===== config.mk =====
export PLATFORM = sky130hd
export DESIGN_NAME = ser_master_readout
export DESIGN_NICKNAME = d
export VERILOG_FILES = /design/src/rtl/ser_readout_pkg.sv /design/src/rtl/conv_timer.sv /design/src/rtl/frame_shifter.sv /design/src/rtl/ser_master_readout.sv
export SDC_FILE = /design/constraint.sdc
export NUM_CORES = 1
export LEC_CHECK = 0
export BUFFER_PORTS_ARGS = -buffer_cell sky130_fd_sc_hd__buf_4
export CAP_MARGIN = 20
export CORE_ASPECT_RATIO = 1.5
export CORE_UTILIZATION = 45
export CTS_CLUSTER_DIAMETER = 120
export CTS_CLUSTER_SIZE = 12
export DETAILED_ROUTE_END_ITERATION = 10
export GPL_TIMING_DRIVEN = 0
export MAX_ROUTING_LAYER = met4
export PLACE_DENSITY_LB_ADDON = 0.08
export SYNTH_ARGS = -nofsm -noshare
export SYNTH_HDL_FRONTEND = slang
export SYNTH_HIERARCHICAL = 1
export SYNTH_SLANG_ARGS = --single-unit

===== constraint.sdc =====
create_clock -name clk -period 3.3 [get_ports clk]
set_clock_uncertainty 0.2 [all_clocks]
set_input_delay 0.66 -clock clk [delete_from_list [all_inputs] [get_ports clk]]
set_output_delay 0.66 -clock clk [all_outputs]
set_load 0.005 [all_outputs]

===== src/rtl/ser_readout_pkg.sv =====
package ser_readout_pkg;
    typedef enum logic [1:0] {
        ST_IDLE      = 2'd0,
        ST_CONV      = 2'd1,
        ST_CONV_SEND = 2'd2,
        ST_SEND      = 2'd3
    } rd_state_t;
endpackage


===== src/rtl/conv_timer.sv =====
module conv_timer #(
    parameter int BUSY_CYCLES = 24
) (
    input  logic clk,
    input  logic rst_n,
    input  logic launch,
    output logic busy,
    output logic conv_end
);
    localparam int CW = $clog2(BUSY_CYCLES + 1);
    localparam logic [CW-1:0] LOAD = CW'(BUSY_CYCLES);

    logic [CW-1:0] remain_q;

    always_ff @(posedge clk) begin
        if (!rst_n)
            remain_q <= '0;
        else if (launch)
            remain_q <= LOAD;
        else if (remain_q != '0)
            remain_q <= remain_q - 1'b1;
    end

    assign busy     = (remain_q != '0);
    assign conv_end = (remain_q == CW'(1));

    // a launch always yields a full busy window
    p_busy_load_r2: assert property (@(posedge clk) disable iff (!rst_n)
        launch |=> (busy && remain_q == LOAD));
    // busy never restarts mid-window
    p_busy_count_r2: assert property (@(posedge clk) disable iff (!rst_n)
        (busy && !launch) |=> (remain_q == $past(remain_q) - 1'b1));
endmodule


===== src/rtl/frame_shifter.sv =====
module frame_shifter #(
    parameter int WORD_W  = 16,
    parameter int CLK_DIV = 4
) (
    input  logic              clk,
    input  logic              rst_n,
    input  logic              load,
    input  logic [WORD_W-1:0] load_word,
    output logic              active,
    output logic              sclk_int,
    output logic              sdata_int,
    output logic              tx_last,
    output logic              done_pulse
);
    localparam int PH_W  = (CLK_DIV > 1) ? $clog2(CLK_DIV) : 1;
    localparam int BIT_W = $clog2(WORD_W);
    localparam logic [PH_W-1:0]  PH_LAST  = PH_W'(CLK_DIV - 1);
    localparam logic [PH_W-1:0]  PH_RISE  = PH_W'(CLK_DIV / 4);
    localparam logic [PH_W-1:0]  PH_FALL  = PH_W'(CLK_DIV / 4 + CLK_DIV / 2);
    localparam logic [BIT_W-1:0] BIT_LAST = BIT_W'(WORD_W - 1);

    logic [PH_W-1:0]   phase_q;
    logic [BIT_W-1:0]  bitn_q;
    logic [WORD_W-1:0] shreg_q;
    logic              active_q;
    logic              done_q;

    always_ff @(posedge clk) begin
        if (!rst_n) begin
            active_q <= 1'b0;
            phase_q  <= '0;
            bitn_q   <= '0;
            shreg_q  <= '0;
            done_q   <= 1'b0;
        end else begin
            done_q <= tx_last;
            if (load) begin
                active_q <= 1'b1;
                phase_q  <= '0;
                bitn_q   <= '0;
                shreg_q  <= load_word;
            end else if (active_q) begin
                if (phase_q == PH_LAST) begin
                    phase_q <= '0;
                    shreg_q <= {shreg_q[WORD_W-2:0], 1'b0};
                    if (bitn_q == BIT_LAST)
                        active_q <= 1'b0;
                    else
                        bitn_q <= bitn_q + 1'b1;
                end else begin
                    phase_q <= phase_q + 1'b1;
                end
            end
        end
    end

    assign active     = active_q;
    assign sclk_int   = active_q && (phase_q >= PH_RISE) && (phase_q < PH_FALL);
    assign sdata_int  = active_q ? shreg_q[WORD_W-1] : 1'b0;
    assign tx_last    = active_q && (phase_q == PH_LAST) && (bitn_q == BIT_LAST);
    assign done_pulse = done_q;

    // data moves only while the clock is low on both sides of the change
    p_data_midway_r4: assert property (@(posedge clk) disable iff (!rst_n)
        (active_q && $past(active_q) && $changed(sdata_int)) |-> (!sclk_int && !$past(sclk_int)));
    // done lasts one cycle
    p_done_single_r8: assert property (@(posedge clk) disable iff (!rst_n)
        done_q |=> !done_q);
    // data low outside a frame
    p_data_idle_r8: assert property (@(posedge clk) disable iff (!rst_n)
        !active_q |-> !sdata_int);
    // a new frame starts at phase zero
    p_frame_start_r3: assert property (@(posedge clk) disable iff (!rst_n)
        load |=> (active_q && phase_q == '0 && bitn_q == '0 && !sclk_int));
endmodule


===== src/rtl/ser_master_readout.sv =====
module ser_master_readout
    import ser_readout_pkg::*;
#(
    parameter int WORD_W      = 16,
    parameter int BUSY_CYCLES = 24,
    parameter int CLK_DIV     = 4
) (
    input  logic              clk,
    input  logic              rst_n,
    input  logic              serial_en,
    input  logic              clk_sel_ext,
    input  logic              read_prev,
    input  logic              inv_sclk,
    input  logic              inv_frame,
    input  logic              conv_start,
    input  logic [WORD_W-1:0] conv_word,
    output logic              busy,
    output logic              sclk,
    output logic              frame,
    output logic              sdata,
    output logic              done
);
    rd_state_t         state_q, state_d;
    logic              serial_ok;
    logic              accept, load, conv_end, tx_last;
    logic              active, sclk_int, sdata_int, done_int;
    logic [WORD_W-1:0] load_word;
    logic [WORD_W-1:0] sample_q, result_q;
    logic              mode_q;

    assign serial_ok = serial_en && !clk_sel_ext;

    conv_timer #(.BUSY_CYCLES(BUSY_CYCLES)) u_timer (
        .clk      (clk),
        .rst_n    (rst_n),
        .launch   (accept),
        .busy     (busy),
        .conv_end (conv_end)
    );

    frame_shifter #(.WORD_W(WORD_W), .CLK_DIV(CLK_DIV)) u_shift (
        .clk        (clk),
        .rst_n      (rst_n),
        .load       (load),
        .load_word  (load_word),
        .active     (active),
        .sclk_int   (sclk_int),
        .sdata_int  (sdata_int),
        .tx_last    (tx_last),
        .done_pulse (done_int)
    );

    always_ff @(posedge clk) begin
        if (!rst_n)
            state_q <= ST_IDLE;
        else
            state_q <= state_d;
    end

    always_ff @(posedge clk) begin
        if (!rst_n) begin
            sample_q <= '0;
            result_q <= '0;
            mode_q   <= 1'b0;
        end else begin
            if (accept) begin
                sample_q <= conv_word;
                mode_q   <= read_prev;
            end
            if (conv_end)
                result_q <= sample_q;
        end
    end

    always_comb begin
        state_d   = state_q;
        accept    = 1'b0;
        load      = 1'b0;
        load_word = sample_q;
        unique case (state_q)
            ST_IDLE: begin
                if (conv_start) begin
                    accept = 1'b1;
                    if (read_prev && serial_ok) begin
                        load      = 1'b1;
                        load_word = result_q;
                        state_d   = ST_CONV_SEND;
                    end else begin
                        state_d = ST_CONV;
                    end
                end
            end
            ST_CONV: begin
                if (conv_end) begin
                    if (!mode_q && serial_ok) begin
                        load      = 1'b1;
                        load_word = sample_q;
                        state_d   = ST_SEND;
                    end else begin
                        state_d = ST_IDLE;
                    end
                end
            end
            ST_CONV_SEND: begin
                if (conv_end && tx_last)
                    state_d = ST_IDLE;
                else if (conv_end)
                    state_d = ST_SEND;
                else if (tx_last)
                    state_d = ST_CONV;
            end
            ST_SEND: begin
                if (tx_last)
                    state_d = ST_IDLE;
            end
            default: state_d = ST_IDLE;
        endcase
    end

    assign sclk  = (serial_ok && sclk_int) ^ inv_sclk;
    assign frame = (serial_ok && active) ^ inv_frame;
    assign sdata = serial_ok && sdata_int;
    assign done  = serial_ok && done_int;

    // a start outside idle leaves the captured word untouched
    p_ignore_start_r2: assert property (@(posedge clk) disable iff (!rst_n)
        (state_q != ST_IDLE && conv_start) |=> $stable(sample_q));
    // the after-conversion send never overlaps busy
    p_send_after_busy_r5: assert property (@(posedge clk) disable iff (!rst_n)
        (state_q == ST_SEND) |-> !busy);
    // the mode latched at the start holds for the whole conversion
    p_mode_hold_r10: assert property (@(posedge clk) disable iff (!rst_n)
        (state_q != ST_IDLE) |=> $stable(mode_q) || $past(accept));
    // the during-conversion send begins together with busy
    p_send_with_busy_r6: assert property (@(posedge clk) disable iff (!rst_n)
        (state_q == ST_CONV_SEND) |-> (busy && active));
endmodule


### Yosys cells after proc, flatten, opt, wreduce, memory -nomap -nowiden

Cells that the tools add are included.

| cells by class | value |
|---|---|
| reductions and logical operators | 24 |
| $lt $le $gt $ge | 2 |
| equal/unequal tests | 10 |
| add/subtract/negate cells | 3 |
| bitwise gates (word level) | 4 |
| multiplexer cells | 30 |

Operators with widths:

| kind | number |
|---|---|
| 16-bit two-way mux | 6 |
| 2-bit two-way mux | 9 |
| 1-bit logical AND | 12 |
| 1-bit two-way mux | 11 |
| 5-bit two-way mux | 2 |
| 2-bit one-hot mux with 4 select lines | 1 |
| 2-bit == test (second input constant) | 3 |
| 2-bit != test (second input constant) | 3 |
| 2-bit nonzero test | 3 |
| 5-bit by 1-bit == test with 1-bit output (second input constant) | 1 |
| 5-bit nonzero test | 1 |
| 5-bit by 1-bit subtractor with 5-bit output (second input constant) | 1 |
| 4-bit by 1-bit adder with 4-bit output (second input constant) | 1 |
| 4-bit == test (second input constant) | 1 |
| 4-bit != test (second input constant) | 1 |
| 4-bit AND reduction | 1 |
| 2-bit OR reduction | 2 |
| 3-bit AND reduction | 1 |
| 2-bit by 1-bit adder with 2-bit output (second input constant) | 1 |
| 2-bit by 1-bit == test with 1-bit output (second input constant) | 1 |
| 2-bit by 1-bit greater-or-equal comparator with 1-bit output (second input constant) | 1 |
| 1-bit logical NOT | 2 |
| 2-bit logical NOT | 1 |
| 2-bit < comparator (second input constant) | 1 |
| 4 further kinds | 6 |

| word-level totals | value |
|---|---|
| register bits after elaboration | 64 |
| word-level logic and storage cells | 84 |
| output and inout bits | 5 |

### Logic depth before layout (Yosys ltp)

Gate-level depths: netlist of run 1.

| logic depth | value |
|---|---|
| depth in word-level cells | 8 |
| gate-level depth with buffers | 11 |
| depth with buffers taken out | 7 |

### By module

Netlist of run 1, hierarchy kept.

By module, submodules not included:

| module | area each (sq um) | cells each | times used |
|---|---|---|---|
| ser_master_readout | 1575.3 | 173 | 1 |
| frame_shifter | 1224.9 | 114 | 1 |
| conv_timer | 266.5 | 28 | 1 |

### Worst setup path before layout of run 1

OpenSTA, ideal clock, no wires.

| timing | value |
|---|---|
| path type | register to register |
| from | register u_timer.remain_q[0] |
| to | register u_shift.shreg_q[0] |
| library setup time | 76 ps |
| required time | 3024 ps |
| period minus slack after synthesis | 2718 ps |
| arrival | 2443 ps |
| cell stages (with the launch flop) | 11 |
| setup slack | 582 ps |
| path through | dfxtp_1 -> ha_1 -> nor4b_1 -> buf_2 -> buf_2 -> inv_1 -> o22ai_1 -> buf_2 -> buf_2 -> nand2_1 -> a21boi_0 |

| on the way | value |
|---|---|
| cells in the longest elaborated chain, start to end | 5 |
| elaborated cells between the ends (all ways) | 7 |

Ends and longest elaborated chain:

| item | RTL line | RTL |
|---|---|---|
| start: declaration | conv_timer.sv:13 | `logic [CW-1:0] remain_q;` |
| start signal: assignment | conv_timer.sv:21 | `remain_q <= remain_q - 1'b1;` |
| 5-bit by 1-bit == test with 1-bit output * | conv_timer.sv:25 | `assign conv_end = (remain_q == CW'(1));` |
| named net conv_end | ser_master_readout.sv:25 | `logic accept, load, conv_end, tx_last;` |
| 1-bit two-way mux * | ser_master_readout.sv:94 | `if (conv_end) begin` |
| 1-bit one-hot mux with 2 select lines * | ser_master_readout.sv:80 | `unique case (state_q)` |
| named net load | ser_master_readout.sv:25 |  |
| 2-bit nonzero test (no source line) | n/a |  |
| 2-bit AND reduction (no source line) | n/a |  |
| end signal: assignment | frame_shifter.sv:41 | `shreg_q <= load_word;` |
| end signal: assignment | frame_shifter.sv:45 | `shreg_q <= {shreg_q[WORD_W-2:0], 1'b0};` |
| end: declaration | frame_shifter.sv:24 | `logic [WORD_W-1:0] shreg_q;` |

Mark *: on every way through the listed nets, which the timed path passes. The rest lies on a longest branch.
A chain may end at the register's enable or synchronous reset.

### Final worst setup path of run 1

Ends and elaborated chain as after synthesis.

==> results of run 1 <==
## critical path, stage by stage (launching register included)
cell,delay [ns]
dfxtp_1,0.39
ha_1,0.17
nor4b_2,0.35
buf_2,0.35
buf_2,0.35
inv_1,0.10
o22ai_2,0.24
buf_2,0.27
buf_2,0.25
nand2_1,0.07
a21boi_0,0.14
## flip-flops by register name, indices dropped and copies added, names as in the netlist
name,count
mode_q,1
result_q,16
sample_q,16
state_q,2
u_shift/active,1
u_shift/bitn_q,4
u_shift/done_pulse,1
u_shift/phase_q,2
u_shift/shreg_q,16
u_timer/remain_q,5
## cell type report
class,instances,area (µm²)
buffer,18,121
clock inverter,2,35.0
timing repair buffer,28,210
multi-input combinational,223,1640
fill,616,2930
sequential,64,1280
inverter,10,38.8
tap,76,95.1
clock buffer,14,183
## power breakdown
group	switching [W]	internal (W)
registers	0.0000728	0.000853
clock network	0.000288	0.000431
logic	0.000247	0.000267
## synthesized netlist by cell type (3+ instances only)
library cell,count,area [µm²]
nor2_1,24,90.1
dfxtp_1,64,1280
nor2b_1,5,31.3
nand3_1,4,20.0
inv_1,8,30.0
a311oi_1,3,26.3
mux2_4,13,195
clkbuf_1,7,26.3
xnor2_1,3,26.3
o211a_1,15,150
nand2_1,40,150
ha_1,5,62.6
nand2b_1,16,100
mux2i_1,17,170
buf_2,4,20.0
buf_6,6,67.6
a21oi_1,23,115
and2_1,3,18.8
mux2_2,18,203
## routing by layer
| metal | global-route usage [%] | routed length (µm) | vias up |
|---|---|---|---|
| met5 | - | 0 | - |
| met4 | 6.12 | 76 | 0 |
| met3 | 4.99 | 153 | 5 |
| met2 | 32.9 | 2990 | 24 |
| met1 | 20.7 | 2690 | 1043 |
| li1 | - | - | 1171 |
## logic make-up after synthesis
| family | synth area share, % |
|---|---|
| and+or+nand+nor | 17.4 |
| buffers and inverters | 5.22 |
| adders and majority gates | 2.04 |
| DFF | 41.8 |
| muxes | 18.5 |
| AOI/OAI and AO/OA | 13.6 |
| xor gates and xnor gates | 1.43 |
## stage by stage
step | TNS, ns | util [%] | hold WS (ns) | worst slack [ns]
global route | 0 | 55.2 | 0.295 | 0.119
CTS | 0 | 55.1 | 0.266 | 0.182
floorplan | 0 | - | 0.237 | 0.582
global placement | -0.0252 | 51.6 | 0.250 | -0.0252
finish | 0 | 55.2 | 0.267 | 0.345
detailed placement | 0 | 51.6 | 0.256 | 0.00861
## layout by cell type, fill, tap and decap left out, types with 2 or more instances in the layout
cell type  netlist  routed
inv_1            8       8
and2_1           3       3
xnor2_1          3       3
a311oi_1         3       3
clkbuf_1         7       8
nand3_1          4       4
o211a_1         15      15
nand2_1         40      40
ha_1             5       5
mux2_4          13      13
clkbuf_8         0      13
and3_1           2       2
mux2i_1         17      17
nand2b_1        16      16
dfxtp_1         64      64
nor2b_1          5       5
nor2_1          24      24
nor3_1           2       2
mux2_2          18      18
buf_6            6       6
or3_1            2       2
buf_4            1      29
nand3b_1         2       2
buf_2            4       4
o31ai_1          2       2
o21ai_0          2       2
clkinv_2         1       2
a21oi_1         23      23
and2_2           2       2
xor2_1           2       2
## final timing paths
| kind | startpoint | endpoint | slack [ns] | cells after the start |
|---|---|---|---|---|
| worst max register to register | u_timer/remain_q[0] | u_shift/shreg_q[0] | 0.35 | 10 |
| worst max-delay path | u_timer/remain_q[0] | u_shift/shreg_q[0] | 0.35 | 10 |
| worst min-delay path | mode_q | mode_q | 0.27 | 2 |
| worst min register to register | mode_q | mode_q | 0.27 | 2 |
## repair_timing
action	in CTS	in global routing
gates resized for setup	1	1
hold buffers	0	0
gates cloned	0	0
setup endpoints to repair	1	1
==> summary.md, run 1 <==
| Metric | Value |
|---|---|
| Status | finished, final reports clean |
| Final count of hold timing violations | 0 |
| First-pass GRT wire length | a little over 10,000 µm |
| Worst Setup End Kind | register |
| Register bit total from synthesis | 64 |
| Root buffer cell | clkbuf_8 |
| Clock Sinks | 64 |
| Cell area after synthesis | a little over 3000 µm² |
| Nets | about 380 |
| Fin crit period | 2.95 ns |
| Final cycle utilization of the critical path | 89.5% |
| Placed Instances | roughly 420 |
| Post-synth cell types | 48 |
| RePlAce Congestion | 0.860 |
| CP startpoint kind | register |
| Drt pass-1 iters | 4 |
| Syn nets | approximately 340 |
| Residual DRC | 0 |
| Critical path arrival | around 3 ns |
| Vias per cell | about 5.2 |
| Slew headroom | 63.5% |
| Antenna viol nets, final | 0 |
| Tot GR Track Use | a little under a fifth |
| Largest net degree at the start of global routing | 12 |
| Synth Warn # | 6 |
| Ant. Diodes | 0 |
| Leak | between 1.5 and 2 nW |
| Post-synth top flop | dfxtp_1 |
| HPWL Detailed | around 4300 µm |
| Inserted Clock Buffers | 9 |
| Die Area | about 7000 µm² |
| Drt total wl | between 5000 and 6000 µm |
| Slew @ Worst Pin | around 0.55 ns |
| H-tree levels | 3 |
| Post-synth EDFFs | 0 |
| Total gr overflow | 0 |
| Quantity of I/O buffers inserted on ports | 28 |
| Vias | ~2,200 |
| Initial antenna violation count | 0 |
| Sequential element share of the synthesized area | a little over two fifths |
| Num rows | 36 |
| Syn Inst Count | 315 |
| Post-CTS setup buffers | 0 |
| Maximum vdd ir drop | around 410 µV |
| Max-slew violation count | 0 |
| Floorplan Core Area | 6530 µm² |
| Layout cells sized above 1 | between 20% and 30% |
| Kind of critical path | register to register |
| Die width | approximately 70 µm |
| RSZ-0062 raised after global routing | false |
| Hold Path Class | register to register |
| Final setup violation count | 0 |
| Critical path required time | approximately 3.4 ns |
| Mean Syn Cell Area | between 9 and 10 µm² |
| Max cap viols | 0 |
| FFs w/ async S/R, synth | 0% |
| Vias in the first global route | 2,208 |
| Clk Latency, worst-skew pair | approximately 0.33 ns |
| Die Y | approximately 100 µm |
| Starting Density | 47.0% |
| Placed cell area | about 3400 µm² |
| DR iter-0 viols | 60 |
| Synthesis-to-layout area growth | 17.5% |
| Average wire per standard cell | about 14 µm |
| CTS tree | yes |
| CTS Buffer Depth | 2 |
| CP Max Fanout | 10 |
| I/O Pins | 29 |
| Final Power | ~0.0022 W |
| P per Cell Area | roughly 600 nW/µm² |
| Final non-filler cell area | 3600 µm² |
| Max Clk Rate | approximately 340 MHz |
| CTS clk-pin slew, worst paths | approximately 0.070 ns |
| Final instance count without filler cells | about 440 |
No activity file was read; power rests on OpenSTA's default activity.
==> inputs of run 2 (changes only) <==
--- a/config.mk
+++ b/config.mk
@@ -8,7 +8,7 @@
 export BUFFER_PORTS_ARGS = -buffer_cell sky130_fd_sc_hd__buf_4
 export CAP_MARGIN = 20
 export CORE_ASPECT_RATIO = 1.5
-export CORE_UTILIZATION = 45
+export CORE_UTILIZATION = 60
 export CTS_CLUSTER_DIAMETER = 120
 export CTS_CLUSTER_SIZE = 12
 export DETAILED_ROUTE_END_ITERATION = 10
==> constraint.sdc (replaced) <==
create_clock -name clk -period 3.5 [get_ports clk]
set_clock_uncertainty 0.2 [all_clocks]
set_input_delay 0.7 -clock clk [delete_from_list [all_inputs] [get_ports clk]]
set_output_delay 0.7 -clock clk [all_outputs]
set_load 0.005 [all_outputs]
==> run 2 against run 1 <==
  * Combinational power is 6.4% lower
  * Clock power down 15%
  * Critical path type unchanged
  * First-iteration DRC count rose by 57%
  * Via count is 1.1% higher
  * Core utilization up 18 points
  * Non-clock buffer count is the same
  * Highest routed layer unchanged
  * Sequential share of layout area grew 0.49 points
==> summary.md, run 2 (same netlist as run 1, synthesis figures left out) <==
| Metric | Value |
|---|---|
| Status | finished, final reports clean |
| Kind of critical path | register to register |
| # fillers | 413 |
| Die Area | about 5400 µm² |
| First-pass GRT wire length | 9090 µm |
| Metal-1 WL | 2640 µm |
| Combinational Power Share | 24.5% |
| Worst Setup End Kind | register |
| Levels on crit path | 10 |
| Internal power | 0.00140 W |
| Antenna viol nets, final | 0 |
| CP Cell Sequence | ha_1 > nor4b_2 > buf_2 > buf_2 > inv_1 > o22ai_1 > buf_2 > buf_2 > nand2_1 > a21boi_0 |
| CP startpoint kind | register |
| Reg2reg setup slack | about 0.43 ns |
| Vias in the first global route | between 2,000 and 2,500 |
| Nets | 383 |
| Critical path arrival | between 3 and 4 ns |
| Floorplan Core Area | between 4000 and 5000 µm² |
| Cts repair resizes | 0 |
| Layout cells sized above 1 | about 26% |
| CP top delay family | buffers and inverters |
| CP most frequent cell | buf_2 |
| P per Cell Area | roughly 550 nW/µm² |
| Hold path depth | 2 |
| Top layer in use | met4 |
| Clock Sinks | between 60 and 70 |
| Switching part of the total power | between 20% and 30% |
| Reg power frac | 44.5% |
| Residual DRC | 0 |
| Max cap viols | 0 |
| Starting Density | between 60% and 70% |
| Slew @ Worst Pin | 0.517 ns |
| Die Y | 89.6 µm |
| CTS tree | yes |
| Num rows | 31 |
| Final cycle utilization of the critical path | between 80% and 90% |
| R2r worst-path depth | 10 |
| Vias | about 2,300 |
| Final setup violation count | 0 |
| Crit-path slowest cell | dfxtp_1 |
| Initial antenna violation count | 0 |
| Leak | 1.61 nW |
| Multi-input gate area | approximately 1600 µm² |
| CTS Hold Bufs | 0 |
| Buf/Inv on CP | 5 |
| Max stage delay on crit path | 0.40 ns |
| HPWL Detailed | 4130 µm |
| Sw power | between 0.0005 and 0.0006 W |
| CTS clk-pin slew, worst paths | roughly 0.070 ns |
| Placed cell area | 3360 µm² |
| Drt total wl | around 5700 µm |
| Routed length on met3 | between 100 and 150 µm |
| Ant. Diodes | 0 |
| Maximum vdd ir drop | ~450 µV |
| Final Power | between 0.0015 and 0.002 W |
| I/O Pins | 29 |
| Post-CTS setup buffers | 0 |
| Biggest regs | result_q x16, sample_q x16, u_shift/shreg_q x16 |
| FF/Latch Area | approximately 1300 µm² |
| Quantity of I/O buffers inserted on ports | 28 |
| RSZ-0062 raised after global routing | false |
| CP Max Fanout | 10 |
| Commonest non-fill, non-tap cell in the layout | dfxtp_1 |
| Final non-filler cell area | 3550 µm² |
| H-tree levels | 3 |
| Synthesis-to-layout area growth | 15.9% |
| DR iter-0 viols | between 90 and 100 |
| RePlAce Congestion | slightly below 0.8 |
| Tot GR Track Use | between 20% and 30% |
| Slew headroom | between 60% and 70% |
| Inserted Clock Buffers | 9 |
| Hold Path Class | register to register |
| Average wire per standard cell | about 14 µm |
| CTS Buffer Depth | 2 |
| Met2 WL | 2900 µm |
| Clock power frac | a little under a third |
| Die width | 60.4 µm |
| Vias per cell | about 5.3 |
| Final count of hold timing violations | 0 |
| Clk Latency, worst-skew pair | around 0.33 ns |
| Max Clk Rate | about 330 MHz |
| Largest net degree at the start of global routing | 12 |
| Most frequent cells in the layout | 64 x dfxtp_1, 40 x nand2_1, 29 x buf_4, 24 x nor2_1, 23 x a21oi_1 |
| Critical path required time | 3.56 ns |
| Max-slew violation count | 0 |
| Fin crit period | between 3 and 4 ns |
| Root buffer cell | clkbuf_8 |
| Total gr overflow | 0 |
| Fin Setup TNS | 0 ns |
| Drt pass-1 iters | 4 |
[run 2: path summary, 6_finish.rpt]
check / start / to
setup / recovery: u_timer/remain_q[0] / u_shift/shreg_q[0]
hold / removal: sample_q[15] / sample_q[15]
setup reg to reg: u_timer/remain_q[0] / u_shift/shreg_q[0]
hold reg to reg: sample_q[15] / sample_q[15]
[run 2: power groups by stage]
| stage | clock network [W] | logic [W] | registers (W) |
|---|---|---|---|
| 6_report | 0.000610 | 0.000482 | 0.000875 |
| 5_1_grt | 0.000657 | 0.000526 | 0.000884 |
| 4_1_cts | 0.000625 | 0.000485 | 0.000871 |
| 3_5_place_dp | 0 | 0.000482 | 0.000888 |
| 3_3_place_gp | 0 | 0.000472 | 0.000884 |
| 2_1_floorplan | 0 | 0.000379 | 0.000870 |
[run 2: cell type report]
type	instances	share of cell area [%]
multi-input combinational	223	45.9
sequential	64	36.1
timing repair buffer	28	5.92
clock buffer	12	4.08
buffer	18	3.42
tap	66	2.32
clock inverter	3	1.20
inverter	10	1.09
[run 2: tightest hold or removal path, cell delays in order, from the launching register on]
cell and delay (ns):
dfxtp_1 0.32, nand2_1 0.05, a21oi_1 0.05
[run 2: routing by layer]
metal / vias to the layer above / GRT usage, %
met2: 23 / 38.2
li1: 1166 / -
met5: - / -
met4: 0 / 10.8
met3: 6 / 6.95
met1: 1072 / 27.5
[run 2: through the flow]
step / util, % / setup slack [ns] / hold WS, ns / std cells
after floorplan: - / 0.782 / 0.237 / 315
after global placement: 68.7 / 0.270 / 0.249 / 409
after detailed placement: 68.7 / 0.217 / 0.263 / 409
after CTS: 72.6 / 0.191 / 0.273 / 424
after global routing: 72.7 / 0.122 / 0.291 / 424
final: 72.7 / 0.426 / 0.268 / 424
==> inputs of run 3 (changes only) <==
--- a/config.mk
+++ b/config.mk
@@ -5,6 +5,7 @@
 export SDC_FILE = /design/constraint.sdc
 export NUM_CORES = 1
 export LEC_CHECK = 0
+export ABC_AREA = 1
 export BUFFER_PORTS_ARGS = -buffer_cell sky130_fd_sc_hd__buf_4
 export CAP_MARGIN = 20
 export CORE_ASPECT_RATIO = 1.5
==> run 3 against run 2 <==
  * Area after synthesis increased by 2.5%
  * Fmax is 23% higher
  * Via count rose by 19%
  * Total power increased by 15%
  * Clock power decreased by 11%
  * Hold slack lost 0.011 ns
  * Sequential share of layout area decreased by 0.48 points
  * Critical path depth down 3
  * Non-clock buffer count up 1
  * Cell area up 1.3%
  * Critical endpoint is now sclk
  * Largest cell class unchanged
  * Largest power group unchanged
==> summary.md, run 3 <==
| Metric | Value |
|---|---|
| Floorplan Core Area | slightly below 5000 µm² |
| Cts repair resizes | 0 |
| Tot GR Track Use | between 20% and 30% |
| Die Y | approximately 90 µm |
| Register bit total from synthesis | 64 |
| Residual DRC | 0 |
| Most frequent cells after synthesis | 86 x nand2_1, 64 x dfxtp_1, 55 x nor2_1 |
| Commonest non-fill, non-tap cell in the layout | nand2_1 |
| Initial antenna violation count | 0 |
| First-pass GRT wire length | roughly 11,000 µm |
| Leak | roughly 1.4 nW |
| Vias | roughly 2,700 |
| H-tree levels | 3 |
| Vias per cell | 5.09 |
| CTS tree | yes |
| Total gr overflow | 0 |
| CP startpoint kind | register |
| Final cycle utilization of the critical path | a little under three quarters |
| Post-synth top flop | dfxtp_1 |
| Multi-input gate area | approximately 1500 µm² |
| DR iter-0 viols | 137 |
| Syn nets | approximately 450 |
| Reg2reg setup slack | around 1.1 ns |
| Mean Syn Cell Area | 7.50 µm² |
| Die width | a little over 60 µm |
| Max-slew violation count | 0 |
| R2r worst-path depth | 14 |
| Met1 Usage GRT | a little under a third |
| Post-synth EDFFs | 0 |
| Critical path arrival | 1.61 ns |
| Ant. Diodes | 0 |
| Die Area | between 5000 and 6000 µm² |
| Final count of hold timing violations | 0 |
| Synthesis-to-layout area growth | 14.6% |
| Num rows | 31 |
| Switching part of the total power | between 30% and 40% |
| Layout cells sized above 1 | between 20% and 30% |
| Cell area after synthesis | approximately 3100 µm² |
| Fin Setup TNS | 0 ns |
| Syn Inst Count | 419 |
| Combinational Power Share | around a third |
| Internal power | 0.00146 W |
| CTS Hold Bufs | 0 |
| Final setup violation count | 0 |
| Worst r2r src | u_timer/remain_q[1] |
| Hold Path Class | register to register |
| Placed Instances | 513 |
| Maximum vdd ir drop | approximately 530 µV |
| Sw power | ~0.0008 W |
| Global-route track usage on met2 | a little over two fifths |
| P per Cell Area | 629 nW/µm² |
| Most frequent cell after synthesis | nand2_1 |
| Status | finished, final reports clean |
| RePlAce Congestion | 0.834 |
| HPWL Detailed | around 4700 µm |
| Starting Density | between 60% and 70% |
| Clock power frac | a little under a quarter |
| I/O Pins | 29 |
| Slew @ Worst Pin | 0.465 ns |
| Dominant cells by area after synthesis | dfxtp_1 41%, nand2_1 10%, nor2_1 6.6% |
| RSZ-0062 raised after global routing | false |
| Hold Path Origin | result_q[3] |
| # fillers | ~430 |
| Cell taking the most area after synthesis | dfxtp_1 |
| Post-CTS setup buffers | 0 |
| Drt total wl | 6390 µm |
| Average wire per standard cell | between 10 and 15 µm |
| Fin crit period | approximately 2.5 ns |
| Hold path depth | 2 |
| FFs w/ async S/R, synth | 0% |
| Synth Warn # | 6 |
| Clk Latency, worst-skew pair | ~0.33 ns |
| Final Power | 0.00227 W |
| Max Clk Rate | approximately 400 MHz |
| Vias in the first global route | roughly 2,600 |
| Most frequent cells in the layout | 86 x nand2_1, 64 x dfxtp_1, 55 x nor2_1, 35 x inv_1, 32 x o21ai_0 |
| GRT busiest layer | met2 |
| Post-synth cell types | 33 |
| Drt pass-1 iters | 5 |
| Root buffer cell | clkbuf_8 |
| Slew headroom | 69.0% |
| Antenna viol nets, final | 0 |
| FF/Latch Area | approximately 1300 µm² |
| M3 GR Usage | 5.16% |
| CTS Buffer Depth | 2 |
| Reg-to-reg endpoint | u_shift/shreg_q[13] |
| Hold_ws | 0.257 ns |
| Nets | ~490 |
| Largest net degree at the start of global routing | 16 |
| Max cap viols | 0 |
| Sequential element share of the synthesized area | about two fifths |
| Quantity of I/O buffers inserted on ports | 28 |
| Kind of critical path | register to output port |
| Final instance count without filler cells | roughly 530 |
| Biggest regs | result_q x16, sample_q x16, u_shift/shreg_q x16 |
| Worst Setup End Kind | output port |
| Reg power frac | 43.1% |
| Inserted Clock Buffers | 9 |
| Hold EP | result_q[3] |
| CP Max Fanout | 3 |
| Critical path required time | around 2.6 ns |
| Yosys top cell area share | 40.8% |
| Clock Sinks | 64 |
| CTS clk-pin slew, worst paths | roughly 0.070 ns |
==> run 3: layer usage <==
| layer | vias to the layer above | share of wire (%) |
|---|---|---|
| met4 | 0 | 2.1 |
| met3 | 13 | 3.1 |
| met5 | - | 0 |
| li1 | 1423 | - |
| met1 | 1206 | 45 |
| met2 | 51 | 50 |
==> run 3: final cells by class <==
cell class	count	area share, %
plain buffers	19	4.66
flip-flops and latches	64	35.6
well taps	66	2.29
multi-input cells	294	41.8
clock buffers	12	4.03
clock inverters	4	0.556
repair buffers	28	5.84
inverters	42	5.25
==> run 3: how the worst max path moves through the flow <==
stage	start	to	slack [ns]
6_report	u_shift/phase_q[1]	sclk	0.99
5_1_grt	u_shift/phase_q[1]	sclk	0.91
4_1_cts	u_shift/phase_q[1]	sclk	0.99
3_5_place_dp	conv_start	u_shift/shreg_q[8]	1.05
3_3_place_gp	conv_start	u_shift/shreg_q[13]	1.06
2_1_floorplan	conv_start	u_shift/shreg_q[11]	1.31
==> run 3: logic make-up (layout without fill, tap and decap cells) <==
| kind of cell | count (synthesis) | after routing | synth area share (%) |
|---|---|---|---|
| buffers and inverters | 61 | 105 | 11.3 |
| flip-flops | 64 | 64 | 40.8 |
| AO/OA/AOI/OAI | 103 | 103 | 18.4 |
| AND/OR/NAND/NOR | 183 | 183 | 26.7 |
| adder cells (fa/ha/maj) | 5 | 5 | 1.99 |
| XOR/XNOR | 3 | 3 | 0.836 |
==> run 3: critical path, stage by stage (launching register included) <==
cell and delay [ns]:
dfxtp_1 0.33, ha_1 0.22, inv_1 0.08, nand2_1 0.07, nor2_1 0.13, nand2_1 0.09
xnor2_1 0.20, buf_4 0.14
==> run 3: power groups by stage <==
stage	clock, W	combinational (W)	sequential (W)
2_1_floorplan	0	0.000595	0.000965
3_3_place_gp	0	0.000720	0.000985
3_5_place_dp	0	0.000742	0.000990
4_1_cts	0.000553	0.000749	0.000974
5_1_grt	0.000590	0.000834	0.000995
6_report	0.000543	0.000748	0.000976
==> run 3: through the flow <==
step                      worst slack [ns]  cell area, µm²  utilization (%)
final                                0.992            3600             73.1
after global routing                 0.907            3600             73.1
after CTS                            0.995            3600             73.1
after detailed placement              1.05            3440             69.7
after global placement                1.06            3440             69.7
after floorplan                       1.31            3140                -
